`config.mk`:
```
export PLATFORM = sky130hd
export DESIGN_NAME = sr_gate_timer
export DESIGN_NICKNAME = d
export VERILOG_FILES = /design/src/rtl/sr_gate_pkg.sv /design/src/rtl/sr_cond_meter.sv /design/src/rtl/sr_turnoff_calc.sv /design/src/rtl/sr_gate_drive.sv /design/src/rtl/sr_gate_timer.sv
export SDC_FILE = /design/constraint.sdc
export NUM_CORES = 1
export LEC_CHECK = 0
export ABC_AREA = 0
export BUFFER_PORTS_ARGS = -buffer_cell sky130_fd_sc_hd__buf_2
export CAP_MARGIN = 20
export CELL_PAD_IN_SITES_DETAIL_PLACEMENT = 1
export CELL_PAD_IN_SITES_GLOBAL_PLACEMENT = 1
export CORE_AREA = 8 8 105 107
export DETAILED_ROUTE_END_ITERATION = 16
export DIE_AREA = 0 0 113 115
export PLACE_DENSITY = 0.53
export SETUP_SLACK_MARGIN = 0.5
export SLEW_MARGIN = 0
export SYNTH_ARGS = -nofsm -noshare
export SYNTH_HDL_FRONTEND = slang
export SYNTH_SLANG_ARGS = --single-unit
```
`constraint.sdc`:
```
create_clock -name clk_i -period 2 [get_ports clk_i]
set_input_delay 0.4 -clock clk_i [delete_from_list [all_inputs] [get_ports clk_i]]
set_output_delay 0.4 -clock clk_i [all_outputs]
set_load 0.02 [all_outputs]
```
`src/rtl/sr_gate_pkg.sv`:
```
package sr_gate_pkg;
  localparam int unsigned CNT_W = 12;
  typedef logic [CNT_W-1:0] tick_t;
  typedef struct packed {
    logic  valid;
    tick_t dur;
  } meas_t;
endpackage

```
`src/rtl/sr_cond_meter.sv`:
```
module sr_cond_meter
  import sr_gate_pkg::*;
#(
  parameter int unsigned DB_TICKS = 15
) (
  input  logic  clk_i,
  input  logic  rst_ni,
  input  logic  sense_i,
  output logic  sense_q_o,
  output tick_t low_cnt_o,
  output meas_t meas_o
);
  localparam tick_t CNT_MAX = '1;
  localparam tick_t DB_C    = CNT_W'(DB_TICKS);

  logic  sense_q;
  tick_t low_cnt_q, low_cnt_d;
  meas_t meas_q, meas_d;
  logic  cap_en;

  always_comb begin
    low_cnt_d = low_cnt_q;
    if (sense_q) begin
      low_cnt_d = '0;
    end else if (low_cnt_q != CNT_MAX) begin
      low_cnt_d = low_cnt_q + 1'b1;
    end
  end

  assign cap_en = sense_q && (low_cnt_q >= DB_C);

  always_comb begin
    meas_d = meas_q;
    if (cap_en) begin
      meas_d.valid = 1'b1;
      meas_d.dur   = low_cnt_q;
    end
  end

  always_ff @(posedge clk_i or negedge rst_ni) begin
    if (!rst_ni) begin
      sense_q   <= 1'b1;
      low_cnt_q <= '0;
      meas_q    <= '0;
    end else begin
      sense_q   <= sense_i;
      low_cnt_q <= low_cnt_d;
      if (cap_en) begin
        meas_q <= meas_d;
      end
    end
  end

  assign sense_q_o = sense_q;
  assign low_cnt_o = low_cnt_q;
  assign meas_o    = meas_q;


  cnt_sat_chk: assert property (@(posedge clk_i) disable iff (!rst_ni)
    (!sense_q && low_cnt_q == CNT_MAX) |=> (low_cnt_q == CNT_MAX));


  glitch_hold_chk: assert property (@(posedge clk_i) disable iff (!rst_ni)
    (sense_q && low_cnt_q != '0 && low_cnt_q < DB_C) |=> $stable(meas_q));
endmodule

```
`src/rtl/sr_turnoff_calc.sv`:
```
module sr_turnoff_calc
  import sr_gate_pkg::*;
#(
  parameter int unsigned GREEN_LF_TICKS = 375,
  parameter int unsigned GREEN_HF_TICKS = 190
) (
  input  meas_t meas_i,
  input  tick_t dead_time_i,
  input  tick_t shrink_i,
  input  logic  hf_mode_i,
  output tick_t off_pt_o,
  output logic  green_o
);
  localparam int unsigned DW = CNT_W + 2;
  localparam tick_t LF_C = CNT_W'(GREEN_LF_TICKS);
  localparam tick_t HF_C = CNT_W'(GREEN_HF_TICKS);

  logic signed [DW-1:0] diff;
  logic                 nonpos;
  tick_t                thr;

  always_comb begin
    diff   = $signed({2'b00, meas_i.dur}) - $signed({2'b00, dead_time_i})
           - $signed({2'b00, shrink_i});
    nonpos = (diff <= 0);
    off_pt_o = nonpos ? '0 : diff[CNT_W-1:0];
    thr     = hf_mode_i ? HF_C : LF_C;
    green_o = meas_i.valid && (meas_i.dur < thr);
  end
endmodule

```
`src/rtl/sr_gate_drive.sv`:
```
module sr_gate_drive
  import sr_gate_pkg::*;
#(
  parameter int unsigned ON_DLY = 35
) (
  input  logic  clk_i,
  input  logic  rst_ni,
  input  logic  sense_q_i,
  input  tick_t low_cnt_i,
  input  logic  valid_i,
  input  logic  green_i,
  input  tick_t off_pt_i,
  output logic  gate_o
);
  localparam tick_t ON_C = CNT_W'(ON_DLY);

  logic gate_q, gate_d;

  always_comb begin
    gate_d = valid_i && !green_i && !sense_q_i &&
             (low_cnt_i >= ON_C) && (low_cnt_i < off_pt_i);
  end

  always_ff @(posedge clk_i or negedge rst_ni) begin
    if (!rst_ni) begin
      gate_q <= 1'b0;
    end else begin
      gate_q <= gate_d;
    end
  end

  assign gate_o = gate_q;


  forced_off_chk: assert property (@(posedge clk_i) disable iff (!rst_ni)
    sense_q_i |=> !gate_q);


  no_meas_chk: assert property (@(posedge clk_i) disable iff (!rst_ni)
    !valid_i |=> !gate_q);


  green_block_chk: assert property (@(posedge clk_i) disable iff (!rst_ni)
    green_i |=> !gate_q);


  on_delay_chk: assert property (@(posedge clk_i) disable iff (!rst_ni)
    $rose(gate_q) |-> ($past(low_cnt_i) >= ON_C));
endmodule

```
`src/rtl/sr_gate_timer.sv`:
```
module sr_gate_timer
  import sr_gate_pkg::*;
#(
  parameter int unsigned DB_TICKS       = 15,
  parameter int unsigned PD_TICKS       = 20,
  parameter int unsigned GREEN_LF_TICKS = 375,
  parameter int unsigned GREEN_HF_TICKS = 190
) (
  input  logic             clk_i,
  input  logic             rst_ni,
  input  logic             sense_i,
  input  logic [CNT_W-1:0] dead_time_i,
  input  logic             hf_mode_i,
  input  logic [CNT_W-1:0] shrink_i,
  output logic             gate_o
);
  localparam int unsigned ON_DLY = DB_TICKS + PD_TICKS;

  logic [1:0] rst_sync_q;
  logic       rst_n_int;
  logic       sense_q;
  tick_t      low_cnt;
  meas_t      meas;
  tick_t      off_pt;
  logic       green;

  always_ff @(posedge clk_i or negedge rst_ni) begin
    if (!rst_ni) begin
      rst_sync_q <= 2'b00;
    end else begin
      rst_sync_q <= {rst_sync_q[0], 1'b1};
    end
  end
  assign rst_n_int = rst_sync_q[1];

  sr_cond_meter #(.DB_TICKS(DB_TICKS)) meter_i (
    .clk_i     (clk_i),
    .rst_ni    (rst_n_int),
    .sense_i   (sense_i),
    .sense_q_o (sense_q),
    .low_cnt_o (low_cnt),
    .meas_o    (meas)
  );

  sr_turnoff_calc #(
    .GREEN_LF_TICKS(GREEN_LF_TICKS),
    .GREEN_HF_TICKS(GREEN_HF_TICKS)
  ) calc_i (
    .meas_i      (meas),
    .dead_time_i (dead_time_i),
    .shrink_i    (shrink_i),
    .hf_mode_i   (hf_mode_i),
    .off_pt_o    (off_pt),
    .green_o     (green)
  );

  sr_gate_drive #(.ON_DLY(ON_DLY)) drive_i (
    .clk_i     (clk_i),
    .rst_ni    (rst_n_int),
    .sense_q_i (sense_q),
    .low_cnt_i (low_cnt),
    .valid_i   (meas.valid),
    .green_i   (green),
    .off_pt_i  (off_pt),
    .gate_o    (gate_o)
  );


  reset_low_chk: assert property (@(posedge clk_i) disable iff (!rst_ni)
    !rst_n_int |=> !gate_o);
endmodule

```
==> flow_metrics.py, run 1 <==
metrics = {
    "sta": {
        "hold_violations": 0,
        "setup_ws_ps": -2340,
        "fin_tns_setup_ps": -2340,
        "clock_skew_ps": 6.36,
        "max_freq_ghz": 0.230,
        "fin_crit_sh_pct": 217,
        "rsz0062_at_grt": "true",
        "drv_slew": 0,
        "finalSetupViolations": 1,
        "fin_crit_ps": 4340,
    },
    "worst_setup_path": {
        "crit_chain": "inv_2 > ha_4 > inv_2 > fa_2 > a211oi_4 > o21ai_1 > a31oi_2 > xnor2_1 > ha_1 > and4_1 > a221o_1 > a211o_1 > a21oi_2 > o21ai_2 > and2_4 > o311ai_4 > ha_1 > a21oi_1 > nor2b_1 > o21ai_1 > o21ai_1 > nor2_1 > o211ai_1 > nor3_1",
        "rrSetupSlack_ps": -2340,
        "crit_path_max_incr_delay_ps": 390,
        "cp-start-kind": "flop",
        "r2r_start": "meter_i.meas_o[0]",
        "r2r_end": "drive_i.gate_o",
        "reg2regPathDepth": 24,
        "cp_max_fo": 6,
        "cp.required_ps": 2200,
        "endpoint": "drive_i.gate_o",
        "crit_family": "compound AO/OA/AOI/OAI gates",
        "crit_path_frequent_cell": "o21ai_1",
        "critical_path_class": "flop to flop",
        "startpoint": "meter_i.meas_o[0]",
        "cp_num_cells": 24,
        "arrival_ps": 4540,
        "cp_slowest_cell": "dfrtp_1",
        "worstSetupEndpointType": "flop",
        "crit_buf_inv": 2,
    },
    "synth": {
        "synth.distinct_cells": 58,
        "avgSynthCellArea_um2": 8.85,
        "synth_top_flop_cell": "dfrtp_1",
        "synth_compound_gate_area_share_pct": 17.7,
        "synth_seq_cells": 29,
        "synthCells": 301,
        "async_reset_ff_share_pct": 100,
        "synth-edff-count": 0,
        "synthSimpleGateAreaFrac_pct": 17.8,
        "synth_xor_area_share_pct": 6.90,
        "netlist_area_mm2": 0.00267,
        "synthesis.nets": 371,
        "synth.area.mux_share_pct": 4.65,
        "yosysWarnings": 0,
        "synth_adder_area_share_pct": 20.3,
        "ys_seq_area_share_pct": 27.3,
        "synth_top_family_by_area": "adder cells",
    },
    "routing": {
        "vias_per_cell": 4.81,
        "final_antenna_net_count": 0,
        "vias": 2614,
        "drt_wl_total_mm": 8.55,
        "drt_iter0_drc": 29,
        "wl_per_cell_um": 15.7,
        "drcViolationCount": 0,
        "firstDrtPassIters": 4,
    },
    "clock_tree": {
        "cts_max_level": 2,
        "clkTransAtPathRegs_ps": 70,
        "cts_tree": "done",
        "cts_made_buffers": 5,
        "cts_root_buf": "clkbuf_8",
        "clockBufferDepth": 2,
        "cts_num_sinks": 29,
        "clk_latency_ps": 280,
    },
    "worst_hold_path": {
        "hold_class": "primary input to flop",
        "holdCritStartpoint": "sense_i",
    },
    "place": {
        "placed_cell_area_mm2": 0.00361,
        "io_buffers": 28,
        "gp_congestion": 0.745,
        "pre_cts_slack_ps": -2470,
        "hpwl_mm": 6.81,
        "placedCellCount": 524,
    },
    "grt": {
        "antenna_found_initial": 0,
        "grt_max_degree": 28,
        "grt_first_pass_wirelength_mm": 13.8,
        "overflow": 0,
        "grt_use_total_pct": 13.0,
        "grt_pass1_vias": 2870,
    },
    "floorplanning": {
        "floorplan.rows": 36,
        "die_x_um": 113,
        "initial_core_util_pct": 28.2,
        "die_area_mm2": 0.0130,
        "core_area_mm2": 0.00946,
        "fp.dieH_um": 115,
        "pin_count": 29,
    },
    "layout": {
        "layout_common_cells": "91 x buf_4, 38 x ha_1, 28 x buf_2",
        "final_common_cell": "buf_4",
        "nFillCells": 1112,
        "drive_above_1_share_pct": 42.0,
        "postLayoutCellArea_mm2": 0.00400,
        "multi_input_area_mm2": 0.00200,
        "finalNonFillerCells": 543,
        "area_growth_pct": 50.2,
        "insertedDiodeCount": 0,
        "nNetsFinal": 498,
        "seqCellArea_um2": 733,
    },
    "power_and_ir_drop": {
        "ir_drop_mv": 0.329,
        "cellLeakagePower_nw": 2.03,
        "pwr_density_cell_mw_per_mm2": 725,
        "fin_total_pwr_w": 0.00290,
    },
    "flow_run": {
        "cap_violations": 0,
    },
    "run_status": {
        "status": "complete, but fails checks",
        "failed_checks": "negative setup slack",
    },
}
-- flip-flops by register name (all words and copies together) (netlist names) --
signal / count
meter_i.meas_o: 13
meter_i.sense_q_o: 1
meter_i.low_cnt_o: 12
drive_i.gate_o: 1
rst_sync_q: 2
-- synthesized netlist by cell type (2+ instances only) --
| cell type | number | area [µm²] |
|---|---|---|
| and4_1 | 2 | 17.5 |
| nor2_1 | 20 | 75.1 |
| and2_1 | 2 | 12.5 |
| o21bai_1 | 3 | 22.5 |
| nand2_1 | 22 | 82.6 |
| a211oi_1 | 3 | 22.5 |
| a31oi_1 | 2 | 12.5 |
| nand3_1 | 4 | 20.0 |
| nor3_1 | 11 | 55.1 |
| inv_1 | 29 | 109 |
| ha_1 | 40 | 500 |
| or3_1 | 4 | 25.0 |
| buf_2 | 3 | 15.0 |
| fa_1 | 2 | 40.0 |
| a21oi_1 | 23 | 115 |
| dfrtp_1 | 28 | 701 |
| a21o_1 | 4 | 30.0 |
| xor2_1 | 10 | 87.6 |
| o21ai_0 | 15 | 75.1 |
| o21a_1 | 5 | 37.5 |
| xnor2_1 | 11 | 96.3 |
| nand4_1 | 6 | 37.5 |
| mux2_2 | 11 | 124 |
| nor4_1 | 2 | 12.5 |
| nor2b_1 | 3 | 18.8 |
| nand2b_1 | 4 | 25.0 |
-- layout make-up --
class,instances,share of cell area [%]
Tap cell,114,3.56
Multi-Input combinational cell,238,50.0
Clock inverter,1,0.750
Timing Repair Buffer,125,22.5
Clock buffer,7,2.16
Inverter,29,2.72
Sequential cell,29,18.3
-- per-stage QoR --
| step | util (%) | hold WS, ps |
|---|---|---|
| floorplan | - | 104 |
| global placement | 38.2 | 186 |
| detailed placement | 38.2 | 188 |
| CTS | 41.5 | 219 |
| global route | 42.3 | 217 |
| finish | 42.3 | 221 |
-- metal layers --
layer | vias to the layer above | wire (µm) | track usage, %
met4 | 0 | 54 | 2.49
met3 | 6 | 176 | 1.68
met5 | - | 0 | 0
met2 | 25 | 4530 | 25.1
met1 | 1253 | 3790 | 15.1
li1 | 1330 | - | -
-- power breakdown --
part           switching, W  internal, W
clock network      0.000230     0.000406
registers         0.0000370     0.000629
logic              0.000740     0.000861
total               0.00101      0.00190
-- worst min path at each step --
stage / to / slack (ps) / cells after the start
after floorplan: rst_sync_q[0] / 100 / 0
after global placement: rst_sync_q[0] / 190 / 1
after detailed placement: rst_sync_q[0] / 190 / 1
after CTS: meter_i.sense_q_o / 220 / 1
after global routing: meter_i.sense_q_o / 220 / 1
final: meter_i.sense_q_o / 220 / 1
-- logic make-up after synthesis --
group           after synthesis
simple gates                 91
fa+ha+maj                    42
compound gates               72
other cells                   1
xor+xnor                     21
flops                        29
mux                          11
buf+inv                      34
-- what timing repair did --
action                     in CTS  in global routing
hold endpoints to repair        2                  0
setup buffers                   6                  4
hold buffers                    1                  0
gates resized for setup        34                 14
setup endpoints to repair      24                 25
pin swaps                      13                  8
No activity file was read; power rests on OpenSTA's default activity.
==> run 2: changes to the inputs <==
- CORE_AREA: 8 8 105 107 -> 8 8 83 85
- DIE_AREA: 0 0 113 115 -> 0 0 91 93
- PLACE_DENSITY: 0.53 -> 0.83
==> run 2 against run 1 <==
  * The run now fails in 5_1_grt
  * Synthesized cell count unchanged
  * Area after synthesis unchanged
==> flow_metrics.py, run 2 <==
metrics = {
    "synth": {
        "synth_seq_cells": 29,
        "netlist_area_mm2": 0.00267,
        "yosys.area.top_type": "dfrtp_1",
        "async_reset_ff_share_pct": 100,
        "synthCells": 301,
        "synth_most_common_cell": "ha_1",
        "synth-edff-count": 0,
        "synth.area.top_cells": "dfrtp_1 26%, ha_1 19%, mux2_2 4.6%",
        "synth_top_flop_cell": "dfrtp_1",
        "synth.distinct_cells": 58,
        "synth_top_area_share_pct": 26.3,
        "synthesis.nets": 371,
        "avgSynthCellArea_um2": 8.85,
        "yosysWarnings": 0,
        "synth_commonest_cells": "40 x ha_1, 29 x inv_1, 28 x dfrtp_1",
        "ys_seq_area_share_pct": 27.3,
    },
    "floorplanning": {
        "pin_count": 29,
        "die_x_um": 91,
        "floorplan.rows": 28,
        "fp.dieH_um": 93,
        "initial_core_util_pct": 47.0,
    },
    "run_status": {
        "failed_stage": "5_1_grt",
        "status": "aborted with a tool error",
        "stop_error": "[ERROR DPL-0033] detailed placement checks failed during check placement.",
    },
    "place": {
        "hpwl_mm": 7.61,
        "placed_cell_area_mm2": 0.00348,
        "gp_congestion": 0.946,
        "io_buffers": 28,
    },
    "grt": {
        "antenna_found_initial": 0,
        "grt_max_degree": 19,
    },
    "sta": {
        "worst_endpoint": "drive_i.gate_o$_DFF_PN0_/D",
        "worstEpCategory": "sequential cell input",
    },
    "clock_tree": {
        "cts_num_sinks": 29,
        "cts_made_buffers": 5,
        "cts_max_level": 2,
        "cts_root_buf": "clkbuf_8",
        "clockBufferDepth": 2,
    },
}
==> run 2: cell counts after synthesis <==
Identical to the previous run, type by type.
==> run 2: cells by family after synthesis <==
logic type,after synthesis,synth area share (%)
AO/OA/AOI/OAI,72,17.7
XOR/XNOR,21,6.90
adder cells (fa/ha/maj),42,20.3
buffers and inverters,34,5.21
flip-flops,29,27.3
multiplexers,11,4.65
other,1,0.141
AND/OR/NAND/NOR,91,17.8
==> run 2: what timing repair did <==
action                     in CTS
setup endpoints to repair      24
hold buffers                    1
gates cloned                    1
buffers inserted               15
gates resized for setup        36
hold endpoints to repair        2
pin swaps                      26
==> run 2: per-stage QoR <==
stage / TNS [ps] / util, % / instances / worst slack (ps)
2_1_floorplan: -2250 / - / 301 / -2250
3_3_place_gp: -2400 / 61.2 / 473 / -2400
3_5_place_dp: -2710 / 61.2 / 473 / -2710
4_1_cts: -2570 / 67.7 / 498 / -2570
==> run 3: changes to the inputs <==
- CELL_PAD_IN_SITES_DETAIL_PLACEMENT: 1 -> not set
- CELL_PAD_IN_SITES_GLOBAL_PLACEMENT: 1 -> not set
- CORE_AREA: 8 8 83 85 -> 8 8 97 99
- DIE_AREA: 0 0 91 93 -> 0 0 105 107
- PLACE_DENSITY: 0.83 -> not set
- PLACE_DENSITY_LB_ADDON: not set -> 0.15
- SETUP_SLACK_MARGIN: 0.5 -> not set
==> run 3 against run 2 <==
  * The flow now finishes, with violations (negative setup slack)
==> flow_metrics.py, run 3 (same netlist as run 1, synthesis figures left out) <==
metrics = {
    "layout": {
        "drive_above_1_share_pct": 35.4,
        "final_common_cell": "buf_4",
        "final_core_util_pct": 46.4,
        "insertedDiodeCount": 0,
        "layout_common_cells": "82 x buf_4, 39 x ha_1, 28 x dfrtp_1, 28 x buf_2, 27 x inv_1",
        "area_growth_pct": 37.9,
        "postLayoutCellArea_mm2": 0.00367,
        "nNetsFinal": 484,
        "largest_register_ffs": 13,
    },
    "place": {
        "placed_cell_area_mm2": 0.00353,
        "io_buffers": 28,
        "hpwl_mm": 5.85,
        "gp_congestion": 0.842,
    },
    "worst_setup_path": {
        "critical_path_class": "flop to flop",
        "rrSetupSlack_ps": -2370,
        "worstSetupEndpointType": "flop",
        "cp.required_ps": 2200,
        "cp_max_fo": 7,
        "cp-start-kind": "flop",
        "arrival_ps": 4570,
    },
    "sta": {
        "finalSetupViolations": 1,
        "hold_violations": 0,
        "rsz0062_at_grt": "true",
        "max_freq_ghz": 0.229,
        "setup_ws_ps": -2370,
        "clock_skew_ps": 8.40,
        "fin_crit_sh_pct": 219,
        "drv_slew": 0,
        "fin_crit_ps": 4370,
    },
    "clock_tree": {
        "cts_tree": "done",
        "clockBufferDepth": 2,
        "clkTransAtPathRegs_ps": 70,
        "cts_root_buf": "clkbuf_8",
        "cts_made_buffers": 5,
        "clk_latency_ps": 280,
        "cts_num_sinks": 29,
        "cts_max_level": 2,
        "post-cts-setup-buffers": 0,
    },
    "grt": {
        "overflow": 0,
        "grt_use_total_pct": 13.1,
        "grt_pass1_vias": 2618,
        "grt_first_pass_wirelength_mm": 12.1,
        "antenna_found_initial": 0,
        "grt_max_degree": 28,
    },
    "floorplanning": {
        "pin_count": 29,
        "floorplan.rows": 33,
        "initial_core_util_pct": 33.6,
        "fp.dieH_um": 107,
        "die_x_um": 105,
        "die_area_mm2": 0.0112,
        "core_area_mm2": 0.00793,
    },
    "routing": {
        "wl_per_cell_um": 13.4,
        "drt_wl_total_mm": 6.98,
        "final_antenna_net_count": 0,
        "drt_iter0_drc": 56,
        "vias": 2491,
        "vias_per_cell": 4.79,
        "drcViolationCount": 0,
        "firstDrtPassIters": 4,
    },
    "power_and_ir_drop": {
        "ir_drop_mv": 0.492,
        "comb_power_share_pct": 56.1,
        "p_int_w": 0.00174,
        "power.share.clock_pct": 19.5,
        "switching_power_w": 0.000960,
        "p_seq_share_pct": 24.4,
        "cellLeakagePower_nw": 1.88,
        "switching_share_pct": 35.6,
        "pwr_density_cell_mw_per_mm2": 734,
    },
    "worst_hold_path": {
        "hold_class": "primary input to flop",
    },
    "run_status": {
        "failed_checks": "negative setup slack",
        "status": "complete, but fails checks",
    },
    "flow_run": {
        "cap_violations": 0,
    },
}
## run 3: through the flow
stage                     instances  hold WS (ps)  setup WS, ps  power, W  TNS, ps
after floorplan                 301           104         -2250   0.00151    -2250
after global placement          511           186         -2410   0.00216    -2410
after detailed placement        511           187         -2500   0.00216    -2500
after CTS                       520           213         -2380   0.00273    -2380
after global routing            520           209         -2740   0.00293    -2740
final                           520           224         -2370   0.00270    -2370
## run 3: path summary, 6_finish.rpt
path                                   startpoint                 to  cells after the start
worst max-delay path            meter_i.meas_o[0]     drive_i.gate_o                     24
worst min-delay path                      sense_i  meter_i.sense_q_o                      1
worst max register to register  meter_i.meas_o[0]     drive_i.gate_o                     24
worst min register to register      rst_sync_q[1]  meter_i.meas_o[1]                      1
max in group asynchronous           rst_sync_q[1]  meter_i.sense_q_o                      1
min in group asynchronous           rst_sync_q[1]  meter_i.meas_o[1]                      1
## run 3: area by class of cell
cell class	count	area (µm²)
fill	783	4250
multi-input combinational	238	1840
timing repair buffer	111	766
sequential	29	727
tap	105	131
inverter	29	109
clock buffer	7	96.3
clock inverter	1	5.00
## run 3: repair_timing
action                                  CTS  global route
hold endpoints to repair                  2             0
pin swaps                                 1             0
hold buffers                              1             0
endpoints found under the setup margin    1             1
gates resized for setup                   5             0
## run 3: power groups by stage
stage	combinational, W	sequential [W]	clock [W]
floorplan	0.000836	0.000673	0
global placement	0.00149	0.000667	0
detailed placement	0.00149	0.000668	0
CTS	0.00153	0.000658	0.000547
global route	0.00168	0.000663	0.000580
finish	0.00152	0.000657	0.000527
## run 3: metal layers
metal	global-route usage, %	part of all wire (%)	routed length [µm]	vias up
met3	2.22	2.8	196	6
li1	-	-	-	1302
met1	15.8	46	3180	1151
met4	4.49	1.4	95	0
met5	0	0	0	-
met2	23.0	50	3510	32
## run 3: worst max-delay path, stage by stage, from the launching register on
cell and delay [ps]:
dfrtp_1 390, inv_2 80, ha_4 120, inv_2 40, fa_2 390, a211oi_2 240, o21ai_1 110, a31oi_2 210
xnor2_1 120, ha_1 350, and4_1 170, a221o_1 300, a211o_1 260, a21oi_2 170, o21ai_2 80, and2_4 170
o311ai_4 60, ha_1 290, a21oi_2 160, nor2b_1 60, o21ai_1 110, o21ai_1 70, nor2_1 90, o211ai_1 100
nor3_1 140
==> run 4: changes to the inputs <==
- SETUP_SLACK_MARGIN: not set -> 0.3
==> run 4 against run 3 <==
  * Critical endpoint unchanged
  * Die area unchanged
  * The flow still finishes with violations (negative setup slack)
  * Register-to-register slack improved by 40 ps
  * First-iteration DRC count up 32%
  * Highest routed layer unchanged
  * Critical path depth decreased by 2
  * Non-clock buffer count grew 7
  * Critical path type unchanged
==> flow_metrics.py, run 4 (same netlist as run 1, synthesis figures left out) <==
metrics = {
    "run_status": {
        "status": "complete, but fails checks",
        "failed_checks": "negative setup slack",
    },
    "floorplanning": {
        "floorplan.rows": 33,
        "core_area_mm2": 0.00793,
        "die_area_mm2": 0.0112,
        "fp.dieH_um": 107,
        "die_x_um": 105,
        "initial_core_util_pct": 33.6,
        "pin_count": 29,
    },
    "place": {
        "hpwl_mm": 5.80,
        "placed_cell_area_mm2": 0.00355,
        "io_buffers": 28,
        "pre_cts_slack_ps": -2510,
        "gp_congestion": 0.860,
    },
    "layout": {
        "area_growth_pct": 46.0,
        "largest_register_ffs": 13,
        "final_common_cell": "buf_4",
        "layout_common_cells": "88 x buf_4, 36 x ha_1, 28 x buf_2",
        "insertedDiodeCount": 0,
        "nFillCells": 786,
        "postLayoutCellArea_mm2": 0.00389,
        "final_core_util_pct": 49.1,
        "drive_above_1_share_pct": 39.8,
        "nNetsFinal": 491,
    },
    "sta": {
        "setup_ws_ps": -2340,
        "fin_crit_sh_pct": 217,
        "hold_violations": 0,
        "max_freq_ghz": 0.231,
        "fin_tns_setup_ps": -2340,
        "finalSetupViolations": 1,
        "rsz0062_at_grt": "true",
        "fin_crit_ps": 4340,
        "drv_slew": 0,
        "clock_skew_ps": 8.18,
    },
    "routing": {
        "vias_per_cell": 4.86,
        "firstDrtPassIters": 4,
        "vias": 2559,
        "drt_wl_total_mm": 7.27,
        "drcViolationCount": 0,
        "drt_iter0_drc": 74,
        "wl_per_cell_um": 13.8,
        "final_antenna_net_count": 0,
    },
    "clock_tree": {
        "clk_latency_ps": 280,
        "clockBufferDepth": 2,
        "cts_root_buf": "clkbuf_8",
        "cts_max_level": 2,
        "cts_made_buffers": 5,
        "clkTransAtPathRegs_ps": 70,
        "cts_num_sinks": 29,
        "cts_tree": "done",
    },
    "worst_setup_path": {
        "cp_max_fo": 3,
        "cp-start-kind": "flop",
        "worstSetupEndpointType": "flop",
        "r2r_start": "meter_i.meas_o[0]",
        "critical_path_class": "flop to flop",
        "cp.required_ps": 2170,
        "arrival_ps": 4500,
        "startpoint": "meter_i.meas_o[0]",
    },
    "power_and_ir_drop": {
        "cellLeakagePower_nw": 1.94,
        "pwr_density_cell_mw_per_mm2": 714,
        "ir_drop_mv": 0.330,
        "fin_total_pwr_w": 0.00278,
    },
    "grt": {
        "grt_first_pass_wirelength_mm": 12.0,
        "overflow": 0,
        "antenna_found_initial": 0,
        "grt_pass1_vias": 2607,
        "grt_max_degree": 28,
        "grt_use_total_pct": 13.1,
    },
    "worst_hold_path": {
        "holdCritStartpoint": "sense_i",
        "hold_class": "primary input to flop",
    },
    "flow_run": {
        "cap_violations": 0,
    },
}
run 4: path summary, 6_finish.rpt:
check                      cells past startpoint  slack, ps                   end
min                                            1        220     meter_i.sense_q_o
max in group asynchronous                      1       1450     meter_i.sense_q_o
min reg2reg                                    1        240  meter_i.low_cnt_o[3]
max reg2reg                                   22      -2340        drive_i.gate_o
max                                           22      -2340        drive_i.gate_o
min in group asynchronous                      1        240  meter_i.low_cnt_o[3]
run 4: metrics by stage:
stage          hold WS, ps  std cells
2_1_floorplan          104        301
3_3_place_gp           186        508
3_5_place_dp           189        508
4_1_cts                210        525
5_1_grt                206        527
6_report               219        527
run 4: per-layer routing:
layer	vias up	part of all wire, %	global-route usage (%)
met3	13	2.8	2.34
met2	36	49	23.3
li1	1321	-	-
met5	-	0	0
met1	1189	46	15.1
met4	0	2.7	5.61
run 4: critical path, stage by stage, from the launching register on:
cell,delay (ps)
dfrtp_1,380
inv_2,80
ha_4,120
inv_2,30
fa_2,340
a211oi_2,270
o21ai_1,100
a31oi_2,220
xnor2_1,100
ha_1,330
and4_1,170
a221o_1,290
a211o_1,250
a21oi_2,180
o21bai_1,110
xor2_1,170
nand2_1,80
ha_1,300
nand4_1,140
nor2_1,140
nand4_1,130
a31oi_2,200
nor3_2,70
run 4: cell type report:
cell class | count | area (µm²) | area share, %
multi-input cells | 238 | 1990 | 51.1
repair buffers | 118 | 831 | 21.4
flip-flops and latches | 29 | 731 | 18.8
well taps | 105 | 131 | 3.38
inverters | 29 | 109 | 2.80
clock buffers | 7 | 96.3 | 2.48
clock inverters | 1 | 5.00 | 0.129
run 4: report_power, final:
group	switching [W]	internal [W]	total [W]	leakage, nW
clock network	0.000222	0.000310	0.000532	0.0542
registers	0.0000308	0.000629	0.000660	0.377
logic	0.000747	0.000837	0.00158	1.51
total	0.00100	0.00178	0.00278	1.94
run 4: what timing repair did:
action,in CTS,in global routing
pin swaps,17,21
resized for setup,19,10
setup buffers,8,2
hold buffers,1,0
hold endpoints to repair,2,0
setup endpoints to repair,20,16
